--- config.mk ---
export PLATFORM = sky130hd
export DESIGN_NAME = wtc_accumulator
export DESIGN_NICKNAME = d
export VERILOG_FILES = /design/src/rtl/wtc_pkg.sv /design/src/rtl/wtc_pos_ctr.sv /design/src/rtl/wtc_term_gen.sv /design/src/rtl/wtc_sum_reg.sv /design/src/rtl/wtc_accumulator.sv
export SDC_FILE = /design/constraint.sdc
export NUM_CORES = 1
export LEC_CHECK = 0
export BUFFER_PORTS_ARGS = -buffer_cell sky130_fd_sc_hd__buf_4
export CELL_PAD_IN_SITES_DETAIL_PLACEMENT = 0
export CELL_PAD_IN_SITES_GLOBAL_PLACEMENT = 2
export CORE_MARGIN = 10
export CORE_UTILIZATION = 37
export CTS_BUF_LIST = sky130_fd_sc_hd__clkbuf_8
export DETAILED_ROUTE_END_ITERATION = 10
export GPL_TIMING_DRIVEN = 0
export PLACE_DENSITY = 0.91
export SYNTH_ARGS = -nofsm -noshare
export SYNTH_HDL_FRONTEND = slang
export SYNTH_SLANG_ARGS = --single-unit
--- constraint.sdc ---
create_clock -name clk -period 4.5 [get_ports clk]
set_clock_uncertainty 0.15 [all_clocks]
set_input_delay 0.9 -clock clk [delete_from_list [all_inputs] [get_ports clk]]
set_output_delay 0.9 -clock clk [all_outputs]
set_load 0.1 [all_outputs]
--- src/rtl/wtc_pkg.sv ---
package wtc_pkg;

  // Width that holds 2*L*L without overflow
  function automatic int wtc_cnt_width(input int len);
    return $clog2(2 * len * len + 1);
  endfunction

  function automatic int wtc_idx_width(input int len);
    return (len > 2) ? $clog2(len) : 1;
  endfunction

endpackage

--- src/rtl/wtc_pos_ctr.sv ---
module wtc_pos_ctr #(
  parameter int SCAN_LEN = 16,
  parameter int IDX_W    = 4
) (
  input  logic             clk,
  input  logic             rst_n,
  input  logic             start,
  input  logic             valid,
  output logic             step,
  output logic [IDX_W-1:0] cur_idx,
  output logic             is_last,
  output logic             active
);

  localparam logic [IDX_W-1:0] LAST_IDX = IDX_W'(SCAN_LEN - 1);

  logic [IDX_W-1:0] idx_q;

  // A start restarts the position, even in the same cycle as a pair
  assign cur_idx = start ? '0 : idx_q;
  assign step    = valid && (active || start);
  assign is_last = step && (cur_idx == LAST_IDX);

  always_ff @(posedge clk or negedge rst_n) begin
    if (!rst_n) begin
      active <= 1'b0;
      idx_q  <= '0;
    end else if (step) begin
      active <= !is_last;
      idx_q  <= is_last ? '0 : cur_idx + 1'b1;
    end else if (start) begin
      active <= 1'b1;
      idx_q  <= '0;
    end
  end

endmodule

--- src/rtl/wtc_term_gen.sv ---
module wtc_term_gen #(
  parameter int SCAN_LEN = 16,
  parameter int IDX_W    = 4,
  parameter int CNT_W    = 10
) (
  input  logic             clk,
  input  logic             rst_n,
  input  logic             step,
  input  logic [IDX_W-1:0] cur_idx,
  input  logic             is_last,
  input  logic             scan_in,
  input  logic             scan_out,
  output logic [CNT_W-1:0] term
);

  localparam logic [CNT_W-1:0] LEN_C = CNT_W'(SCAN_LEN);

  logic             prev_in_q, prev_out_q;
  logic             has_prev;
  logic [CNT_W-1:0] pos_c, in_wt, out_wt, bnd_wt;

  always_ff @(posedge clk or negedge rst_n) begin
    if (!rst_n) begin
      prev_in_q  <= 1'b0;
      prev_out_q <= 1'b0;
    end else if (step) begin
      prev_in_q  <= scan_in;
      prev_out_q <= scan_out;
    end
  end

  // Pair k carries cell index L-k: its scan-in edge weighs L-k and its scan-out edge weighs k
  always_comb begin
    pos_c    = CNT_W'(cur_idx);
    has_prev = (cur_idx != '0);
    in_wt    = (has_prev && (scan_in  ^ prev_in_q))  ? (LEN_C - pos_c) : '0;
    out_wt   = (has_prev && (scan_out ^ prev_out_q)) ? pos_c : '0;
    bnd_wt   = (is_last && (scan_in ^ scan_out)) ? LEN_C : '0;
    term     = in_wt + out_wt + bnd_wt;
  end

endmodule

--- src/rtl/wtc_sum_reg.sv ---
module wtc_sum_reg #(
  parameter int CNT_W = 10
) (
  input  logic             clk,
  input  logic             rst_n,
  input  logic             start,
  input  logic             step,
  input  logic             is_last,
  input  logic [CNT_W-1:0] term,
  output logic [CNT_W-1:0] total,
  output logic             done
);

  always_ff @(posedge clk or negedge rst_n) begin
    if (!rst_n) begin
      total <= '0;
      done  <= 1'b0;
    end else begin
      done <= is_last;
      if (start)
        total <= step ? term : '0;
      else if (step)
        total <= total + term;
    end
  end

endmodule

--- src/rtl/wtc_accumulator.sv ---
module wtc_accumulator #(
  parameter int SCAN_LEN = 16
) (
  input  logic clk,
  input  logic rst_n,
  input  logic start_i,
  input  logic pair_valid_i,
  input  logic scan_in_i,
  input  logic scan_out_i,
  output logic [wtc_pkg::wtc_cnt_width(SCAN_LEN)-1:0] wtc_o,
  output logic done_o
);

  localparam int CNT_W = wtc_pkg::wtc_cnt_width(SCAN_LEN);
  localparam int IDX_W = wtc_pkg::wtc_idx_width(SCAN_LEN);

  logic             step;
  logic             is_last;
  logic             sess_active;
  logic [IDX_W-1:0] cur_idx;
  logic [CNT_W-1:0] term;

  wtc_pos_ctr #(.SCAN_LEN(SCAN_LEN), .IDX_W(IDX_W)) u_pos (
    .clk     (clk),
    .rst_n   (rst_n),
    .start   (start_i),
    .valid   (pair_valid_i),
    .step    (step),
    .cur_idx (cur_idx),
    .is_last (is_last),
    .active  (sess_active)
  );

  wtc_term_gen #(.SCAN_LEN(SCAN_LEN), .IDX_W(IDX_W), .CNT_W(CNT_W)) u_term (
    .clk      (clk),
    .rst_n    (rst_n),
    .step     (step),
    .cur_idx  (cur_idx),
    .is_last  (is_last),
    .scan_in  (scan_in_i),
    .scan_out (scan_out_i),
    .term     (term)
  );

  wtc_sum_reg #(.CNT_W(CNT_W)) u_sum (
    .clk     (clk),
    .rst_n   (rst_n),
    .start   (start_i),
    .step    (step),
    .is_last (is_last),
    .term    (term),
    .total   (wtc_o),
    .done    (done_o)
  );

endmodule

---- Yosys cells after proc, flatten, opt, wreduce, memory -nomap -nowiden ----
Index checks and enable logic that the tools add are counted.
W data, S select, Z words.
cells by class
  eq/ne operators ......................... 1
  mux-type cells .......................... 11
  add/sub/neg operators ................... 5
  reduce and logical (&&, ||, !) cells .... 9
  bitwise gates (word level) .............. 3
operators by type and width
  cell                   number
  $mux W10               4
  $add A10 B10 Y10       3
  $mux W4                4
  $sub A5 B4 Y6 const A  1
  $logic_and A1 B1 Y1    5
  $mux W5                1
  $add A4 B1 Y4 const B  1
  $eq A4 B4 Y1 const B   1
  $reduce_bool A4 Y1     1
  $xor A1 B1 Y1          3
  $mux W1                2
  $reduce_bool A2 Y1     1
  $logic_not A1 Y1       1
  $logic_or A1 B1 Y1     1
storage, ports and cells
  register bits ........................... 18
  word-level logic and storage cells ...... 35

---- Logic depth before layout (Yosys ltp) ----
Gate-level depths: netlist (run 1).
  depth after elaboration ................. 9
  depth in mapped cells ................... 17
  mapped depth without buffers ............ 16

---- By module ----
A second synthesis (run 1) with hierarchy kept.
second synthesis, totals
  cells, all modules ...................... 177
  area total of the unflattened synthesis .. 1602.8 um^2
modules (own cells, without submodules)
  module        cells each  instances  seq. area each (um^2)  area each (um^2)
  wtc_sum_reg   95          1          275.3                  885.8
  wtc_term_gen  53          1          50.0                   431.7
  wtc_pos_ctr   29          1          125.1                  285.3

---- Least setup slack after synthesis (run 1) ----
OpenSTA, ideal clock, no wires.
  kind .................................... input port to flip-flop
  start point ............................. in start_i
  end point ............................... reg u_sum.total[7]
  stages .................................. 17
  buffers on the path ..................... 1
  slack ................................... 0.152 ns
  data arrival time ....................... 4.073 ns
  cells stage by stage .................... buf_2 inv_1 nand2_1 ha_1 o21ai_0 nand2_1 nor2_1 ha_1 fa_1 a21o_1 a21oi_1 xnor2_1 ha_1 and3_4 a221oi_4 a21oi_1 mux2_4
on the way
  longest elaborated chain between the ends .. 9
  elaborated cells on any way between the ends .. 20
  those cells by class .................... add/sub: 4; eq/ne: 1; mux: 7; reduce/logical: 8
ends and longest elaborated chain
  what                                                                      RTL line              RTL
  from (decl)                                                               wtc_accumulator.sv:6  input logic start_i,
  parallel branches: the longest is 9 deep, another holds $add A10 B10 Y10  --
  to (signal assigned)                                                      wtc_sum_reg.sv:21     total <= step ? term : '0;
  to (signal assigned)                                                      wtc_sum_reg.sv:23     total <= total + term;
  to (decl)                                                                 wtc_sum_reg.sv:10     output logic [CNT_W-1:0] total,
Parallel ways; which one is timed is not known. The select of a mux whose other input is x is not followed.
A chain may end at the register's enable or synchronous reset.

---- Worst setup path after layout (run 1) ----
  start point ............................. in start_i
  end point ............................... reg u_sum.total[9]
Same word-level chain as after synthesis.

==> results of run 1 <==
[repair_timing]
item | in CTS | in global routing
setup endpoints to repair | 3 | 3
gates resized for setup | 2 | 4
gates cloned | 0 | 0
buffers inserted | 0 | 0
pin swaps | 0 | 1
[registers in the layout, indices dropped and copies added (netlist names)]
register and flops:
u_sum.total 10, u_pos.idx_q 4, u_pos.active 1, u_sum.done 1
u_term.prev_in_q 1, u_term.prev_out_q 1
[metal layers]
layer / vias to the layer above / GRT usage, % / wire length [um]
li1: 589 / - / -
met1: 549 / 13.2 / 1630
met2: 13 / 17.4 / 1630
met3: 2 / 2.29 / 103
met4: 0 / 2.89 / 16
met5: - / 0 / 0
[per-stage QoR]
step                power (W)  hold WS (ns)  utilization (%)  setup slack, ns  cells
floorplan            0.000274         0.315                -            0.152    156
finish               0.000438         0.358             44.8            0.267    222
detailed placement   0.000307         0.337             43.1           -0.442    219
global route         0.000461         0.366             44.8           0.0575    222
global placement     0.000304         0.332             43.1           -0.396    219
CTS                  0.000442         0.356             44.5            0.131    222
[how the worst min path moves through the flow]
stage	start	endpoint	slack [ns]	depth (start not counted)
floorplan	u_term.prev_in_q	u_term.prev_in_q	0.32	2
global placement	u_term.prev_out_q	u_term.prev_out_q	0.33	2
detailed placement	u_term.prev_out_q	u_term.prev_out_q	0.34	2
CTS	rst_n	u_sum.total[5]	0.36	1
global route	rst_n	u_term.prev_in_q	0.37	1
finish	rst_n	u_term.prev_in_q	0.36	1
[power breakdown]
group | switching, W | total (W) | internal (W)
Sequential | 0.00000886 | 0.000180 | 0.000171
Combinational | 0.0000854 | 0.000124 | 0.0000385
Clock | 0.0000570 | 0.000135 | 0.0000777
Total | 0.000151 | 0.000438 | 0.000287
[cell usage in the layout (no fill, tap or decap), types with 3 or more instances in the layout]
master / count
sky130_fd_sc_hd__a21oi_1: 5
sky130_fd_sc_hd__a21o_1: 4
sky130_fd_sc_hd__xnor2_1: 7
sky130_fd_sc_hd__buf_2: 3
sky130_fd_sc_hd__inv_1: 3
sky130_fd_sc_hd__nor2_1: 18
sky130_fd_sc_hd__buf_4: 16
sky130_fd_sc_hd__ha_1: 11
sky130_fd_sc_hd__nand4_1: 3
sky130_fd_sc_hd__dfrtp_1: 18
sky130_fd_sc_hd__clkbuf_8: 4
sky130_fd_sc_hd__nand2_1: 17
sky130_fd_sc_hd__nor2b_1: 6
sky130_fd_sc_hd__nand3_1: 5
sky130_fd_sc_hd__nor3_1: 3
sky130_fd_sc_hd__xor2_1: 4
sky130_fd_sc_hd__a211oi_1: 4
sky130_fd_sc_hd__o21ai_0: 7
[cell families (layout without fill, tap and decap cells)]
kind of cell | count (synthesis) | count (layout) | share of synthesized area [%]
AO/OA/AOI/OAI | 33 | 33 | 16.7
XOR/XNOR | 11 | 11 | 6.86
adder cells (fa/ha/maj) | 14 | 14 | 13.5
buffers and inverters | 10 | 28 | 3.29
flip-flops | 18 | 18 | 32.1
multiplexers | 6 | 6 | 5.16
AND/OR/NAND/NOR | 64 | 64 | 22.4
[cell type report]
cell class	instances	area [um^2]	area share, %
timing repair buffer	15	113	6.87
sequential	18	450	27.5
inverter	4	15.0	0.915
clock buffer	4	55.1	3.36
multi-input combinational	128	921	56.1
buffer	5	26.3	1.60
tap	48	60.1	3.66
[worst max-delay path, cell delays in order]
cell	delay (ns)
sky130_fd_sc_hd__buf_4	0.17
sky130_fd_sc_hd__inv_2	0.11
sky130_fd_sc_hd__nand2_1	0.13
sky130_fd_sc_hd__ha_1	0.21
sky130_fd_sc_hd__o21ai_1	0.10
sky130_fd_sc_hd__nand2_1	0.12
sky130_fd_sc_hd__nor2_1	0.06
sky130_fd_sc_hd__ha_1	0.22
sky130_fd_sc_hd__fa_1	0.40
sky130_fd_sc_hd__a21o_1	0.18
sky130_fd_sc_hd__a21oi_2	0.18
sky130_fd_sc_hd__xnor2_1	0.15
sky130_fd_sc_hd__ha_2	0.34
sky130_fd_sc_hd__and3_2	0.24
sky130_fd_sc_hd__a221oi_4	0.28
sky130_fd_sc_hd__a211oi_2	0.13
sky130_fd_sc_hd__mux2_4	0.31
==> impl_metrics.env, run 1 <==
export IMPL_critPathKind="in -> reg"
export IMPL_post_synth_cell_types=41
export IMPL_critical_path_required_ns=4.49
export IMPL_drt_pass1_iter_count=4
export IMPL_area_growth_pct=16.7
export IMPL_slew_headroom_pct=70.4
export IMPL_timing_critical_path_to="u_sum.total[9]"
export IMPL_crit_start="start_i"
export IMPL_rsz0062_at_grt="no"
export IMPL_fillCellCount=358
export IMPL_run_status="finished, final reports clean"
export IMPL_placed_cell_area_mm2=0.00158
export IMPL_synth_area_leaders="sky130_fd_sc_hd__dfrtp_1, sky130_fd_sc_hd__ha_1, sky130_fd_sc_hd__nand2_1"
export IMPL_grt_first_pass_wirelength_um=5590
export IMPL_max_slew_worst_pin_slew_ns=0.445
export IMPL_static_leakage_power_nw=0.806
export IMPL_fin_setup_tns_ns=0
export IMPL_setup_violations=0
export IMPL_floorplan_initialDensity_pct=38.4
export IMPL_vias=1153
export IMPL_final_max_slew_viol_count=0
export IMPL_globalRoute_totalOverflow=0
export IMPL_h_tree_levels=1
export IMPL_endpoint_kind_of_the_worst_setup_timing_path="flip-flop"
export IMPL_first_global_vias=1191
export IMPL_reg2reg_launch_point="u_pos.idx_q[0]"
export IMPL_grt_max_degree=19
export IMPL_tritoncts="done"
export IMPL_cts_num_sinks=18
export IMPL_postLayoutCellArea_mm2=0.00164
export IMPL_critPathMaxFanout=11
export IMPL_worstRegToRegCells=15
export IMPL_cts_inserted_buffers=3
export IMPL_post_detailed_route_via_to_cell_ratio=5.19
export IMPL_yosys_top_cells_count="sky130_fd_sc_hd__dfrtp_1, sky130_fd_sc_hd__nand2_1, sky130_fd_sc_hd__nor2_1"
export IMPL_setup_reg_to_reg_worst_slack_ns=0.77
export IMPL_worst_ep_arrival_time_ns=4.22
export IMPL_synth_seq_area_share_pct=32.1
export IMPL_number_of_antenna_violations_at_the_first_check_in_global_routing=0
export IMPL_power_density_mw_per_mm2=267
export IMPL_synth_area_per_cell_um2=9.01
export IMPL_post_synth_inst_count=156
export IMPL_worstSkewPairLatency_ns=0.25
export IMPL_fin_nets=195
export IMPL_grt_use_total_pct=10.4
export IMPL_clock_tree_root_cell="sky130_fd_sc_hd__clkbuf_8"
export IMPL_layout_drive_gt1_share_pct=20.1
export IMPL_final_min_period_over_clock_period_pct=94.1
export IMPL_post_detailed_placement_half_perimeter_wirelength_um=2630
export IMPL_dieArea_mm2=0.00666
export IMPL_ir_drop_worst_vdd_mv=0.119
export IMPL_layout_min_cycle_time_ns=4.23
export IMPL_post_route_drc_count=0
export IMPL_place_port_buffers=15
export IMPL_mean_routed_wirelength_per_cell_um=15.2
export IMPL_num_io_pins=17
export IMPL_synth_largest_type_area_fraction_pct=32.1
export IMPL_syn_num_nets=176
export IMPL_n_antenna_cell=0
export IMPL_holdBufCountCts=0
export IMPL_synth_largest_area_cell="sky130_fd_sc_hd__dfrtp_1"
export IMPL_drtIter0Drc=48
export IMPL_design_core_area_mm2=0.00366
export IMPL_totalWireLength_um=3380
export IMPL_final_antenna_net_count=0
export IMPL_finalHoldViolCount=0
export IMPL_hold_path_class="in -> async"
export IMPL_prevailing_post_synth_register_cell="sky130_fd_sc_hd__dfrtp_1"
export IMPL_die_width_um=81.6
export IMPL_synth_warning_count=0
export IMPL_async_flop_share_pct=100
export IMPL_startpoint_kind_of_the_worst_setup_timing_path="input pin"
export IMPL_gp_congestion=0.866
export IMPL_ys_seq_elements=18
export IMPL_clock_slew_at_the_register_clock_pins_of_the_worst_setup_and_hold_paths_ns=0.07
export IMPL_placementRows=22
export IMPL_synth_edf_count=0
export IMPL_max_cap_violation_count=0
export IMPL_worstReg2RegEnd="u_sum.total[9]"
export IMPL_max_freq_ghz=0.236
export IMPL_dieHeight_um=81.6
export IMPL_maximum_buffer_depth_of_the_clock_tree=2
export IMPL_post_synth_instance_area_mm2=0.00141
Note: power is estimated with default switching activity, not from simulation.
==> inputs of run 2 (changes only) <==
==> constraint.sdc (replaced) <==
create_clock -name clk -period 4.5 [get_ports clk]
set_clock_uncertainty 0.15 [all_clocks]
set_input_delay 0.675 -clock clk [delete_from_list [all_inputs] [get_ports clk]]
set_output_delay 0.675 -clock clk [all_outputs]
set_load 0.1 [all_outputs]
==> impl_metrics.env, run 2 (synthesis results as in run 1) <==
export IMPL_run_status="finished, final reports clean"
export IMPL_layoutNonFillerInstCount=222
export IMPL_tritoncts="done"
export IMPL_final_min_period_over_clock_period_pct=92.0
export IMPL_postLayoutCoreUtil_pct=44.5
export IMPL_layout_common_cells="sky130_fd_sc_hd__nor2_1, sky130_fd_sc_hd__dfrtp_1, sky130_fd_sc_hd__nand2_1, sky130_fd_sc_hd__buf_4, sky130_fd_sc_hd__ha_1"
export IMPL_grt_use_total_pct=10.5
export IMPL_globalRouteMet3Util_pct=2.29
export IMPL_post_detailed_placement_half_perimeter_wirelength_um=2630
export IMPL_fin_nets=195
export IMPL_num_io_pins=17
export IMPL_multi_input_area_um2=911
export IMPL_critPathMaxFanout=11
export IMPL_grt_max_degree=19
export IMPL_crit_chain="buf_4, inv_2, nand2_1, ha_1, o21ai_0, nand2_1, nor2_1, ha_1, fa_1, a21o_1, a21oi_1, xnor2_1, ha_1, and3_4, a221oi_4, a21oi_1, mux2_4"
export IMPL_static_leakage_power_nw=0.808
export IMPL_slew_headroom_pct=70.7
export IMPL_startpoint_kind_of_the_worst_setup_timing_path="input pin"
export IMPL_layout_drive_gt1_share_pct=18.4
export IMPL_cts_repair_timing_setup_buffer_count=0
export IMPL_clock_slew_at_the_register_clock_pins_of_the_worst_setup_and_hold_paths_ns=0.08
export IMPL_ir_drop_worst_vdd_mv=0.121
export IMPL_place_port_buffers=15
export IMPL_critical_path_required_ns=4.49
export IMPL_cts_inserted_buffers=3
export IMPL_setup_violations=0
export IMPL_globalRoute_totalOverflow=0
export IMPL_use_met1_pct=13.6
export IMPL_hold_path_class="in -> async"
export IMPL_die_width_um=81.6
export IMPL_vias=1155
export IMPL_drtIter0Drc=59
export IMPL_post_route_drc_count=0
export IMPL_first_global_vias=1182
export IMPL_n_antenna_cell=0
export IMPL_post_cts_resize_count=0
export IMPL_layout_min_cycle_time_ns=4.14
export IMPL_grt_first_pass_wirelength_um=5640
export IMPL_finalHoldViolCount=0
export IMPL_worstSkewPairLatency_ns=0.25
export IMPL_drt_pass1_iter_count=4
export IMPL_rsz0062_at_grt="no"
export IMPL_design_core_area_mm2=0.00366
export IMPL_max_freq_ghz=0.242
export IMPL_holdBufCountCts=0
export IMPL_floorplan_initialDensity_pct=38.4
export IMPL_max_cap_violation_count=0
export IMPL_maximum_buffer_depth_of_the_clock_tree=2
export IMPL_worst_ep_arrival_time_ns=4.13
export IMPL_area_growth_pct=16.0
export IMPL_largestRegisters="u_sum.total: 10 flops, u_pos.idx_q: 4 flops"
export IMPL_post_detailed_route_via_to_cell_ratio=5.20
export IMPL_mean_routed_wirelength_per_cell_um=15.2
export IMPL_power_density_mw_per_mm2=270
export IMPL_dieHeight_um=81.6
export IMPL_globalRouteMet2Util_pct=17.4
export IMPL_totalWireLength_um=3380
export IMPL_h_tree_levels=1
export IMPL_final_max_slew_viol_count=0
export IMPL_number_of_antenna_violations_at_the_first_check_in_global_routing=0
export IMPL_cts_num_sinks=18
export IMPL_area_sequential_um2=450
export IMPL_dieArea_mm2=0.00666
export IMPL_crit_top_cell="sky130_fd_sc_hd__ha_1"
export IMPL_critPathKind="in -> reg"
export IMPL_fillCellCount=356
export IMPL_endpoint_kind_of_the_worst_setup_timing_path="flip-flop"
export IMPL_regMostFlops="u_sum.total"
export IMPL_placementRows=22
export IMPL_largest_register_ffs=10
export IMPL_place_detailed_instances=219
export IMPL_gp_congestion=0.866
export IMPL_grt_busiest_layer="met2"
export IMPL_critPathSlowestCell="sky130_fd_sc_hd__fa_1"
export IMPL_max_slew_worst_pin_slew_ns=0.439
export IMPL_clock_tree_root_cell="sky130_fd_sc_hd__clkbuf_8"
export IMPL_critical_path_max_stage_delay_ns=0.40
export IMPL_final_antenna_net_count=0
==> run 2: cell counts in the layout (fill, tap and decap cells not counted) <==
No cell type changed its count.
==> run 2: critical path: cells and delay by family <==
family                   cells  cell delay (ns)
adder cells (fa/ha/maj)      4             1.19
XOR/XNOR                     1             0.12
buffers and inverters        2             0.27
AO/OA/AOI/OAI                5             1.02
multiplexers                 1             0.31
AND/OR/NAND/NOR              4             0.55
==> run 2: stage by stage <==
stage | TNS (ns) | hold WS (ns) | setup WS (ns) | area [um^2] | total power, W
2_1_floorplan | 0 | 0.229 | 0.377 | 1410 | 0.000274
3_3_place_gp | -0.378 | 0.332 | -0.171 | 1580 | 0.000304
3_5_place_dp | -0.522 | 0.337 | -0.217 | 1580 | 0.000307
4_1_cts | 0 | 0.137 | 0.0453 | 1630 | 0.000442
5_1_grt | 0 | 0.145 | 0.0864 | 1630 | 0.000461
6_report | 0 | 0.133 | 0.361 | 1630 | 0.000440
==> run 2: area by class of cell <==
type                    count  share of cell area (%)
clock buffers               4                    3.38
multi-input cells         128                    55.9
repair buffers             15                    6.91
plain buffers               5                    1.61
well taps                  48                    3.68
flip-flops and latches     18                    27.6
inverters                   4                   0.921
==> run 2: power breakdown <==
part	total, W	internal (W)	switching (W)
sequential	0.000180	0.000171	0.00000886
clock	0.000137	0.0000777	0.0000588
combinational	0.000123	0.0000384	0.0000851
total	0.000440	0.000287	0.000153
==> run 2: final timing paths <==
path	start	end	slack [ns]	depth (start not counted)
worst max-delay path	start_i	u_sum.total[7]	0.36	17
worst min-delay path	rst_n	u_term.prev_in_q	0.13	1
worst max register to register	u_pos.idx_q[0]	u_sum.total[7]	0.62	15
worst min register to register	u_term.prev_in_q	u_term.prev_in_q	0.36	2
max in group asynchronous	rst_n	u_sum.total[2]	3.86	1
min in group clk	u_term.prev_in_q	u_term.prev_in_q	0.36	2
==> run 2: per-layer routing <==
metal	wire, um	vias to the layer above
met5	0	-
met4	15	0
met3	132	2
met2	1620	18
met1	1610	544
li1	-	591
